<file path="src/rtl/dms_pkg.sv">
`timescale 1ns/1ps
package dms_pkg;
  localparam int MODE_W = 8;
  localparam int NUM_FAM = 3;
  localparam logic [MODE_W-1:0] ULTRA_BASE = 8'h40;
  localparam logic [MODE_W-1:0] MWORD_BASE = 8'h20;
  localparam logic [MODE_W-1:0] SWORD_BASE = 8'h10;
  localparam int VB_DMA   = 1;
  localparam int VB_ULTRA = 2;
  localparam int ULTRA_CABLE_TOP = 2;
  localparam int SW_LEGACY_MAX = 2;

  // family index 0 has the highest priority
  function automatic logic [MODE_W-1:0] fam_base(input int f);
    case (f)
      0:       fam_base = ULTRA_BASE;
      1:       fam_base = MWORD_BASE;
      default: fam_base = SWORD_BASE;
    endcase
  endfunction
endpackage

</file>
<file path="src/rtl/dms_msb_index.sv">
`timescale 1ns/1ps
module dms_msb_index #(
  parameter int W = 7,
  parameter int IDX_W = (W > 1) ? $clog2(W) : 1
) (
  input  logic [W-1:0]     mask,
  output logic             found,
  output logic [IDX_W-1:0] idx
);
  always_comb begin
    idx = '0;
    for (int i = 0; i < W; i++) begin
      if (mask[i]) idx = IDX_W'(i);
    end
    found = |mask;
  end
endmodule

</file>
<file path="src/rtl/dms_family_masks.sv">
`timescale 1ns/1ps
module dms_family_masks
  import dms_pkg::*;
#(
  parameter int ULTRA_W = 7,
  parameter int MW_W    = 3,
  parameter int SW_W    = 3,
  parameter int WORD_W  = 16,
  parameter int LEG_W   = 8
) (
  input  logic [MODE_W-1:0]  req_mode,
  input  logic [2:0]         dev_valid,
  input  logic [WORD_W-1:0]  dev_ultra,
  input  logic [WORD_W-1:0]  dev_mword,
  input  logic [WORD_W-1:0]  dev_sword,
  input  logic [LEG_W-1:0]   dev_legacy,
  input  logic [ULTRA_W-1:0] host_ultra,
  input  logic [MW_W-1:0]    host_mw,
  input  logic [SW_W-1:0]    host_sw,
  input  logic               cable80,
  output logic [ULTRA_W-1:0] ultra_mask,
  output logic [MW_W-1:0]    mw_mask,
  output logic [SW_W-1:0]    sw_mask
);
  localparam int KEEP_BITS = ULTRA_CABLE_TOP + 1;
  localparam logic [ULTRA_W-1:0] KEEP_MASK = ULTRA_W'((1 << KEEP_BITS) - 1);
  localparam logic [MODE_W-1:0] CABLE_LIMIT = ULTRA_BASE + MODE_W'(ULTRA_CABLE_TOP);

  logic [ULTRA_W-1:0] ultra_raw;
  logic               cable_cut;
  logic [SW_W-1:0]    leg_mask;
  logic               leg_ok;

  always_comb begin
    ultra_raw = host_ultra & dev_ultra[ULTRA_W-1:0];
    cable_cut = (req_mode > CABLE_LIMIT) && (|(ultra_raw & ~KEEP_MASK)) && !cable80;
    if (dev_valid[VB_ULTRA] && (req_mode >= ULTRA_BASE))
      ultra_mask = cable_cut ? (ultra_raw & KEEP_MASK) : ultra_raw;
    else
      ultra_mask = '0;
  end

  always_comb begin
    if (dev_valid[VB_DMA] && (req_mode >= MWORD_BASE))
      mw_mask = host_mw & dev_mword[MW_W-1:0];
    else
      mw_mask = '0;
  end

  // legacy timing number m enables single-word modes 0..m
  always_comb begin
    leg_ok = dev_legacy <= LEG_W'(SW_LEGACY_MAX);
    for (int i = 0; i < SW_W; i++) begin
      leg_mask[i] = LEG_W'(i) <= dev_legacy;
    end
    if (req_mode < SWORD_BASE)
      sw_mask = '0;
    else if (dev_valid[VB_DMA])
      sw_mask = dev_sword[SW_W-1:0] & host_sw;
    else if (leg_ok)
      sw_mask = leg_mask & host_sw;
    else
      sw_mask = '0;
  end
endmodule

</file>
<file path="src/rtl/dms_mode_pick.sv">
`timescale 1ns/1ps
module dms_mode_pick
  import dms_pkg::*;
#(
  parameter int ULTRA_W = 7,
  parameter int MW_W    = 3,
  parameter int SW_W    = 3,
  parameter int WORD_W  = 16,
  parameter int LEG_W   = 8
) (
  input  logic               clk,
  input  logic               rst_n,
  input  logic               req_valid,
  input  logic [MODE_W-1:0]  req_mode,
  input  logic [2:0]         dev_valid,
  input  logic [WORD_W-1:0]  dev_ultra,
  input  logic [WORD_W-1:0]  dev_mword,
  input  logic [WORD_W-1:0]  dev_sword,
  input  logic [LEG_W-1:0]   dev_legacy,
  input  logic [ULTRA_W-1:0] host_ultra,
  input  logic [MW_W-1:0]    host_mw,
  input  logic [SW_W-1:0]    host_sw,
  input  logic               cable80,
  input  logic               is_disk,
  input  logic               atapi_ok,
  output logic               out_valid,
  output logic [MODE_W-1:0]  out_mode
);
  localparam int FAM_W0 = (ULTRA_W > MW_W) ? ULTRA_W : MW_W;
  localparam int FAM_W  = (FAM_W0 > SW_W) ? FAM_W0 : SW_W;
  localparam int IDX_W  = (FAM_W > 1) ? $clog2(FAM_W) : 1;

  logic [ULTRA_W-1:0] ultra_mask;
  logic [MW_W-1:0]    mw_mask;
  logic [SW_W-1:0]    sw_mask;
  logic [NUM_FAM-1:0][FAM_W-1:0] fam_mask;
  logic [NUM_FAM-1:0]            fam_found;
  logic [NUM_FAM-1:0][IDX_W-1:0] fam_idx;
  logic [MODE_W-1:0] sel_mode, clamp_mode, pick_mode;
  logic [MODE_W-1:0] mode_d, mode_q;
  logic              valid_d, valid_q;

  dms_family_masks #(
    .ULTRA_W(ULTRA_W), .MW_W(MW_W), .SW_W(SW_W), .WORD_W(WORD_W), .LEG_W(LEG_W)
  ) masks_i (
    .req_mode(req_mode), .dev_valid(dev_valid), .dev_ultra(dev_ultra),
    .dev_mword(dev_mword), .dev_sword(dev_sword), .dev_legacy(dev_legacy),
    .host_ultra(host_ultra), .host_mw(host_mw), .host_sw(host_sw),
    .cable80(cable80), .ultra_mask(ultra_mask), .mw_mask(mw_mask), .sw_mask(sw_mask)
  );

  assign fam_mask[0] = FAM_W'(ultra_mask);
  assign fam_mask[1] = FAM_W'(mw_mask);
  assign fam_mask[2] = FAM_W'(sw_mask);

  for (genvar g = 0; g < NUM_FAM; g++) begin : g_fam
    dms_msb_index #(.W(FAM_W), .IDX_W(IDX_W)) enc_i (
      .mask(fam_mask[g]), .found(fam_found[g]), .idx(fam_idx[g])
    );
  end

  // lowest priority first so the highest-priority hit overrides
  always_comb begin
    sel_mode = '0;
    for (int f = NUM_FAM - 1; f >= 0; f--) begin
      if (fam_found[f]) sel_mode = fam_base(f) + MODE_W'(fam_idx[f]);
    end
    clamp_mode = (sel_mode < req_mode) ? sel_mode : req_mode;
    pick_mode  = (!is_disk && !atapi_ok) ? '0 : clamp_mode;
  end

  always_comb begin
    valid_d = req_valid;
    mode_d  = req_valid ? pick_mode : mode_q;
  end

  always_ff @(posedge clk or negedge rst_n) begin
    if (!rst_n) begin
      valid_q <= 1'b0;
      mode_q  <= '0;
    end else begin
      valid_q <= valid_d;
      mode_q  <= mode_d;
    end
  end

  assign out_valid = valid_q;
  assign out_mode  = mode_q;
endmodule

</file>
<file path="config.mk">
export PLATFORM = sky130hd
export DESIGN_NAME = dms_mode_pick
export DESIGN_NICKNAME = d
export VERILOG_FILES = /design/src/rtl/dms_pkg.sv /design/src/rtl/dms_msb_index.sv /design/src/rtl/dms_family_masks.sv /design/src/rtl/dms_mode_pick.sv
export SDC_FILE = /design/constraint.sdc
export NUM_CORES = 1
export LEC_CHECK = 0
export BUFFER_PORTS_ARGS = -buffer_cell sky130_fd_sc_hd__buf_2
export CAP_MARGIN = 0
export CORE_MARGIN = 1.5
export CORE_UTILIZATION = 25
export DETAILED_ROUTE_END_ITERATION = 16
export MAX_ROUTING_LAYER = met4
export SETUP_SLACK_MARGIN = 0.5
export SLEW_MARGIN = 5
export SYNTH_ARGS = -nofsm -noshare
export SYNTH_HDL_FRONTEND = slang
export SYNTH_SLANG_ARGS = --single-unit
</file>
<file path="constraint.sdc">
create_clock -name clk -period 0.9 [get_ports clk]
set_clock_uncertainty 0.1 [all_clocks]
set_input_delay 0.135 -clock clk [delete_from_list [all_inputs] [get_ports clk]]
set_output_delay 0.135 -clock clk [all_outputs]
set_load 0.01 [all_outputs]
</file>
# Yosys cells after proc, flatten, opt, wreduce, memory -nomap -nowiden
# Index checks and enable logic that the tools add are counted.
word_totals:
  wordCells: 54
  register_bits: 9
classes:
  addsub: 3
  bitwise_logic: 4
  n_lt_le_gt_ge: 9
  reduce_logical: 12
  n_mux: 24
op_table:
  columns: ["cell", "count"]
  rows:
  - ["two-way mux 8 bit", 8]
  - ["adder 8 x 3 -> 8 bit", 3]
  - ["two-way mux 3 bit", 7]
  - ["less-or-equal comparator 1 x 8 -> 1 bit, first input constant", 2]
  - ["two-way mux 7 bit", 2]
  - ["AND 3 bit", 3]
  - [">= comparator 8 x 6 -> 1 bit, second input constant", 1]
  - [">= comparator 8 x 7 -> 1 bit, second input constant", 1]
  - ["> comparator 8 x 7 -> 1 bit, second input constant", 1]
  - ["less-or-equal comparator 2 x 8 -> 1 bit, first input constant", 1]
  - ["less-or-equal comparator 8 x 2 -> 1 bit, second input constant", 1]
  - ["< comparator 8 x 5 -> 1 bit, second input constant", 1]
  - ["< comparator 8 bit", 1]
  - ["two-way mux 2 bit", 4]
  - ["AND 7 bit", 1]
  - ["OR reduction 7 bit", 1]
  - ["OR reduction 3 bit", 2]
  - ["logical AND 1 bit", 5]
  - ["OR reduction 4 bit", 1]
  - ["zero test 1 bit", 3]
  - ["two-way mux 1 bit", 3]

# Logic depth before layout (Yosys ltp)
# Gate-level depths: netlist (run 1).
logic_depth:
  ltp_word: 17
  depth_mapped: 12
  ltp_nobuf: 12

# Hierarchy
# From an unflattened synthesis (run 1), not the netlist that was laid out.
hier_totals:
  cells_unflattened: 132
  hier_area_um2: 1064.8
modules_own_cells:
  columns: ["module", "instances", "cells_each", "area_per_inst_um2", "seq_area_each_um2"]
  rows:
  - ["dms_mode_pick", 1, 68, 679.4, 225.2]
  - ["dms_family_masks", 1, 37, 209.0, 0.0]
  - ["dms_msb_index", 3, 9, 58.8, 0.0]

# Worst setup path after synthesis (run 1)
# OpenSTA, ideal clock, no wires.
synth_timing:
  path_type: "in2reg"
  startpoint: "in req_mode[4]"
  endpoint: "reg mode_q[4] (netlist: out_mode[4])"
  cell_stages: 12
  t_required_ps: 674
  path_slack_ps: -1824
  t_arrival_ps: 2497
  cell_sequence: "or3_1 -> o211ai_1 -> nand3_2 -> inv_1 -> nor2_1 -> ha_1 -> a21o_1 -> a21oi_1 -> o21a_1 -> o2111ai_4 -> o2111a_1 -> a311o_1"
synth_between:
  elab_chain_cells: 14
  word_cells_on_any_way: 34
synth_lines:
  columns: ["item", "line_no", "rtl"]
  rows:
  - ["from (decl)", "dms_mode_pick.sv:14", "input logic [MODE_W-1:0] req_mode,"]
  - [">= comparator 8 x 7 -> 1 bit / > comparator 8 x 7 -> 1 bit (equally long branches)", "dms_family_masks.sv:37, dms_family_masks.sv:36", null]
  - ["logical AND 1 bit, on equally long branches", "dms_family_masks.sv:37, dms_family_masks.sv:36", null]
  - ["two-way mux 7 bit / logical AND 1 bit (equally long branches)", "dms_family_masks.sv:37, dms_family_masks.sv:36", null]
  - ["two-way mux 1 bit / two-way mux 7 bit (equally long branches)", "dms_msb_index.sv:13, dms_family_masks.sv:38", null]
  - ["two-way mux 2 bit / two-way mux 7 bit (equally long branches)", "dms_msb_index.sv:13, dms_family_masks.sv:37", null]
  - ["two-way mux 2 bit", "dms_msb_index.sv:13", "if (mask[i]) idx = IDX_W'(i);"]
  - ["two-way mux 3 bit (3 in a row)", "dms_msb_index.sv:13", null]
  - ["adder 8 x 3 -> 8 bit", "dms_mode_pick.sv:66", "if (fam_found[f]) sel_mode = fam_base(f) + MODE_W'(fam_idx[f]);"]
  - ["two-way mux 8 bit", "dms_mode_pick.sv:66", null]
  - ["< comparator 8 bit", "dms_mode_pick.sv:68", "clamp_mode = (sel_mode < req_mode) ? sel_mode : req_mode;"]
  - ["two-way mux 8 bit (*)", "dms_mode_pick.sv:68", null]
  - ["two-way mux 8 bit (*)", "dms_mode_pick.sv:69", "pick_mode = (!is_disk && !atapi_ok) ? '0 : clamp_mode;"]
  - ["to (signal assigned)", "dms_mode_pick.sv:83", "mode_q <= mode_d;"]
  - ["to (decl)", "dms_mode_pick.sv:40", "logic [MODE_W-1:0] mode_d, mode_q;"]
# Mark *: on every way between the ends. The rest lies on a longest branch, timed or not.
# A chain may end at the register's enable or synchronous reset.

# Final worst setup path (run 1)
layout_timing:
  startpoint: "in req_mode[6]"
  endpoint: "reg mode_q[4] (netlist: out_mode[4])"
# The elaborated chain is that of the path after synthesis.

==> impl_metrics.toml, run 1 <==
[placement]
io_buffers = 58
post-place-ws_ns = -2.03
placed_cells = 263
dpl_cell_area_um2 = 1690
hpwlAfterDp_mm = 2.92
place.gp.congestion = 0.865

[logic_synthesis]
synth-edff-count = 0
netlist_area_um2 = 1000
ys_seq_area_share_pct = 22.4
synth_area_leaders = "dfrtp_1, ha_1, nand2_1"
yosys.cell_count.top_type = "nand2_1"
synthesis.nets = 208
synth-seq-cells = 9
netlist_instances = 117
yosysTopAreaCellShare_pct = 22.4
synth_flop_cell = "dfrtp_1"
yosysTopAreaCell = "dfrtp_1"
synth_commonest_cells = "nand2_1, inv_1, dfrtp_1, nor2_1"
synthArstFlopShare_pct = 100
synthDistinctLibCells = 50
avgSynthCellArea_um2 = 8.59
yosys_warnings = 0

[setup_path]
crit_type = "primary input to flop"
r2r-end = "out_mode[4]"
crit_path_max_fanout = 4
cp_num_cells = 11
crit_slowest_cell = "or4_4"
r2r_cells = 2
path_cells = "buf_6, or4_4, a21boi_2, o211a_1, ha_4, a21o_1, a21oi_2, o21a_1, o2111ai_4, o2111a_1, a311o_1"
crit_start = "req_mode[6]"
cp.required_ns = 0.91
worstPathArrival_ns = 2.63
crit_end = "out_mode[4]"
rrSetupSlack_ns = -0.14
start_kind = "primary input"
r2r-start = "out_mode[4]"
cp-end-kind = "flop"
crit_family = "compound AO/OA/AOI/OAI gates"
max_stage_delay_ns = 0.55
crit_buf_inv = 1

[cells_and_area]
area_growth_pct = 105
nets = 330
post-route-util_pct = 54.7
drive_gt1_share_pct = 64.7
instances_no_fill = 286
fin_area_um2 = 2060
diodes = 0

[detailed_routing]
antenna_left = 0
drc = 0
drtIter0Drc = 31
via_per_inst = 4.98
wire_per_inst_um = 13.7
firstDrtPassIters = 4
totalWireLength_mm = 3.91
vias = 1424

[run_status]
status = "complete, but fails checks"
violations = "hold timing, setup timing"

[timing]
maxSlewViolCount = 0
clock.fmax_ghz = 0.381
setup_ws_ns = -1.73
period_needed_ns = 2.63
fin_crit_sh_pct = 292
worst_pin_slew_ns = 0.390
max_slew_margin_pct = 74.0
whs_ns = -0.349
setup_viol_count_final = 16
rsz0062_at_grt = "true"
finalHoldViolCount = 9

[die]
dieHeight_um = 66.4
core_area_um2 = 3770
die_w_um = 66.4
fp.dieArea_um2 = 4410
ios = 95
initial_utilization_pct = 26.6
num_rows = 22

[global_route]
grt_max_degree = 10
gr-usage-all-layers_pct = 18.2
gr-total-overflow = 0
grt_pass1_vias = 1447
grt_pass1_wl_mm = 6.20
antenna_found_initial = 0

[clock_network]
htreeDepth = 1
cts_tree = "built"
clk_path_buf_depth = 2
clock_latency_ns = 0.23
clkTransAtPathRegs_ns = 0.04
root_buffer = "clkbuf_8"
numCtsBuffers = 3
cts_sinks = 9

[min_path]
hp-class = "primary input to async pin"

[power]
peakVddDrop_uv = 943
p_leak_nw = 0.998
power.density_nw_per_um2 = 914

[job]
maxCapViolations = 0
-- how the worst min path moves through the flow --
| stage | end | slack, ns | cells past startpoint |
|---|---|---|---|
| detailed placement | out_mode[1] | -0.10 | 1 |
| CTS | out_mode[1] | -0.35 | 1 |
| floorplan | out_mode[0] | -0.26 | 0 |
| global route | out_mode[1] | -0.33 | 1 |
| finish | out_mode[1] | -0.35 | 1 |
| global placement | out_mode[2] | -0.10 | 1 |
-- where the power goes --
part | switching, mW | total (mW) | leakage [nW] | internal, mW
Combinational | 0.431 | 0.963 | 0.856 | 0.531
Clock | 0.153 | 0.461 | 0.0228 | 0.308
Sequential | 0.0199 | 0.461 | 0.119 | 0.441
-- registers in the layout, summed over array words and instances, names as in the netlist --
signal,count
out_mode,8
out_valid,1
-- cell usage in the layout, fill, tap and decap left out, drive strengths merged, types with 3 or more instances in the layout --
| cell | count |
|---|---|
| o21ai | 5 |
| ha | 5 |
| dfrtp | 9 |
| nor3b | 3 |
| o221ai | 3 |
| a32o | 3 |
| and2 | 3 |
| inv | 12 |
| o21a | 4 |
| nand2 | 15 |
| nor2 | 6 |
| nand3 | 3 |
| clkbuf | 4 |
| buf | 117 |
| o2111ai | 6 |
| a21oi | 3 |
| a22oi | 3 |
-- timing repair --
item / CTS / global route
endpoints found under the setup margin: 17 / 17
endpoints found under the hold margin: 9 / 9
resized for setup: 22 / 13
buffers inserted: 13 / 6
pin swaps: 17 / 15
-- per-stage QoR --
step	total power [mW]	setup TNS (ns)
6_report	1.88	-12.49
5_1_grt	2.00	-13.43
4_1_cts	1.81	-12.13
3_5_place_dp	1.20	-13.93
3_3_place_gp	1.19	-13.78
2_1_floorplan	0.783	-11.48
-- layer usage --
| metal | part of all wire [%] | vias to the layer above | track usage (%) |
|---|---|---|---|
| met5 | 0 | - | - |
| met4 | 2.2 | 0 | 5.10 |
| met3 | 4.7 | 8 | 0.681 |
| met2 | 49 | 47 | 32.9 |
| met1 | 44 | 653 | 21.9 |
| li1 | - | 716 | - |
-- area by class of cell --
cell class	instances	area (um2)
clock buffer	4	45.0
fill	343	1710
inverter	12	45.0
multi-input combinational	96	895
sequential	9	225
tap	48	60.1
timing repair buffer	117	793
-- cell families after synthesis --
group	Yosys count	share of synthesized area [%]
compound gates	49	43.6
simple gates	41	22.4
buf+inv	12	4.48
flops	9	22.4
fa+ha+maj	5	6.23
xor+xnor	1	0.872
Note: power is estimated with default switching activity, not from simulation.
==> run 2, diff against run 1 <==
- PLACE_DENSITY_LB_ADDON: not set -> 0.3
==> impl_metrics.toml, run 2 (synthesis results as in run 1) <==
[clock_network]
cts_sinks = 9
cts_tree = "built"
clock_latency_ns = 0.24
clkTransAtPathRegs_ns = 0.05
root_buffer = "clkbuf_8"
clk_path_buf_depth = 2
numCtsBuffers = 3
htreeDepth = 1

[setup_path]
crit_family = "compound AO/OA/AOI/OAI gates"
start_kind = "primary input"
crit_type = "primary input to flop"
cp.required_ns = 0.92
r2r-start = "out_mode[4]"
max_stage_delay_ns = 0.39
crit_start = "req_mode[5]"
r2r_cells = 2
cp_num_cells = 11
r2r-end = "out_mode[4]"
path_cells = "buf_8, or3_4, o21ba_4, buf_4, o21ai_0, a32o_2, ha_4, o2111ai_2, o211ai_1, o2111a_1, a311o_1"
crit_path_max_fanout = 6
rrSetupSlack_ns = -0.14
crit_buf_inv = 2
worstPathArrival_ns = 2.60
cp-end-kind = "flop"
crit_end = "out_mode[4]"
crit_slowest_cell = "or3_4"

[cells_and_area]
fin_area_um2 = 2000
fillers = 354
drive_gt1_share_pct = 62.3
seqCellArea_um2 = 225
area_growth_pct = 98.6
multi_input_comb_area_um2 = 876
final_common_cell = "buf_2"
nets = 323
largest_register_ffs = 8
mostFrequentLayoutCells = "buf_2, buf_4, nand2_1"
diodes = 0

[detailed_routing]
firstDrtPassIters = 4
via_per_inst = 4.95
vias = 1381
totalWireLength_mm = 3.77
antenna_left = 0
wire_per_inst_um = 13.5
drc = 0
drtIter0Drc = 43

[timing]
maxSlewViolCount = 0
setup_ws_ns = -1.68
fin_crit_sh_pct = 287
worst_pin_slew_ns = 0.567
finalHoldViolCount = 9
whs_ns = -0.353
period_needed_ns = 2.58
rsz0062_at_grt = "true"
setup_viol_count_final = 16
clock.fmax_ghz = 0.387
max_slew_margin_pct = 62.0

[placement]
io_buffers = 58
place.gp.congestion = 0.825
dpl_cell_area_um2 = 1670
post-place-ws_ns = -2.02
hpwlAfterDp_mm = 2.92

[die]
die_w_um = 66.4
fp.dieArea_um2 = 4410
ios = 95
core_area_um2 = 3770
dieHeight_um = 66.4
initial_utilization_pct = 26.6
num_rows = 22

[run_status]
status = "complete, but fails checks"
violations = "hold timing, setup timing"

[power]
power.density_nw_per_um2 = 941
seqPwrFrac_pct = 24.5
p_sw_share_pct = 32.7
peakVddDrop_uv = 712
combPwrFrac_pct = 49.4
p_leak_nw = 0.968
clockPowerShare_pct = 26.1
netSwitchingPower_mw = 0.615
internal-power_mw = 1.26
power_mw = 1.88

[job]
maxCapViolations = 0

[global_route]
antenna_found_initial = 0
gr-total-overflow = 0
grt_pass1_vias = 1419
grt_max_degree = 11
gr-usage-all-layers_pct = 18.4
grt_pass1_wl_mm = 6.13

[min_path]
hp-class = "primary input to async pin"
==> run 2: cell count changes in the layout (fill, tap and decap cells not counted), sizes merged <==
cell  change
buf       -7
==> run 2: timing repair <==
action | in CTS | in global routing
gates resized for setup | 19 | 13
pin swaps | 15 | 8
setup buffers | 10 | 4
hold endpoints to repair | 9 | 9
setup endpoints to repair | 17 | 17
==> run 2: layout make-up <==
class / count / share of cell area (%)
well taps: 48 / 3.01
inverters: 12 / 2.26
multi-input cells: 96 / 43.9
clock buffers: 4 / 2.26
flip-flops and latches: 9 / 11.3
repair buffers: 110 / 37.3
==> run 2: how the worst min path moves through the flow <==
stage	from	end	slack, ns	depth (start not counted)
detailed placement	rst_n	out_mode[2]	-0.1	1
floorplan	rst_n	out_mode[0]	-0.26	0
global placement	rst_n	out_mode[5]	-0.1	1
global route	rst_n	out_mode[2]	-0.34	1
CTS	rst_n	out_mode[2]	-0.35	1
finish	rst_n	out_mode[2]	-0.35	1
==> run 2: metal layers <==
layer	wire [um]	up-vias	track usage [%]
li1	-	697	-
met1	1680	624	21.6
met2	1770	49	32.4
met3	222	11	2.56
met4	93	0	5.87
met5	0	-	-
==> run 2: power by group through the flow <==
stage               clock network (mW)  registers, mW  logic [mW]
global placement                     0          0.465       0.729
global route                     0.515          0.462        1.01
finish                           0.490          0.460       0.928
CTS                              0.495          0.459       0.862
floorplan                            0          0.480       0.303
detailed placement                   0          0.463       0.734
==> run 2: stage by stage <==
stage | util [%] | hold WS, ns | cells | TNS [ns]
6_report | 52.9 | -0.353 | 279 | -12.47
5_1_grt | 52.9 | -0.341 | 279 | -13.67
4_1_cts | 50.3 | -0.351 | 275 | -12.40
3_5_place_dp | 44.3 | -0.0998 | 261 | -13.80
3_3_place_gp | 44.3 | -0.0995 | 261 | -13.63
2_1_floorplan | - | -0.261 | 117 | -11.48
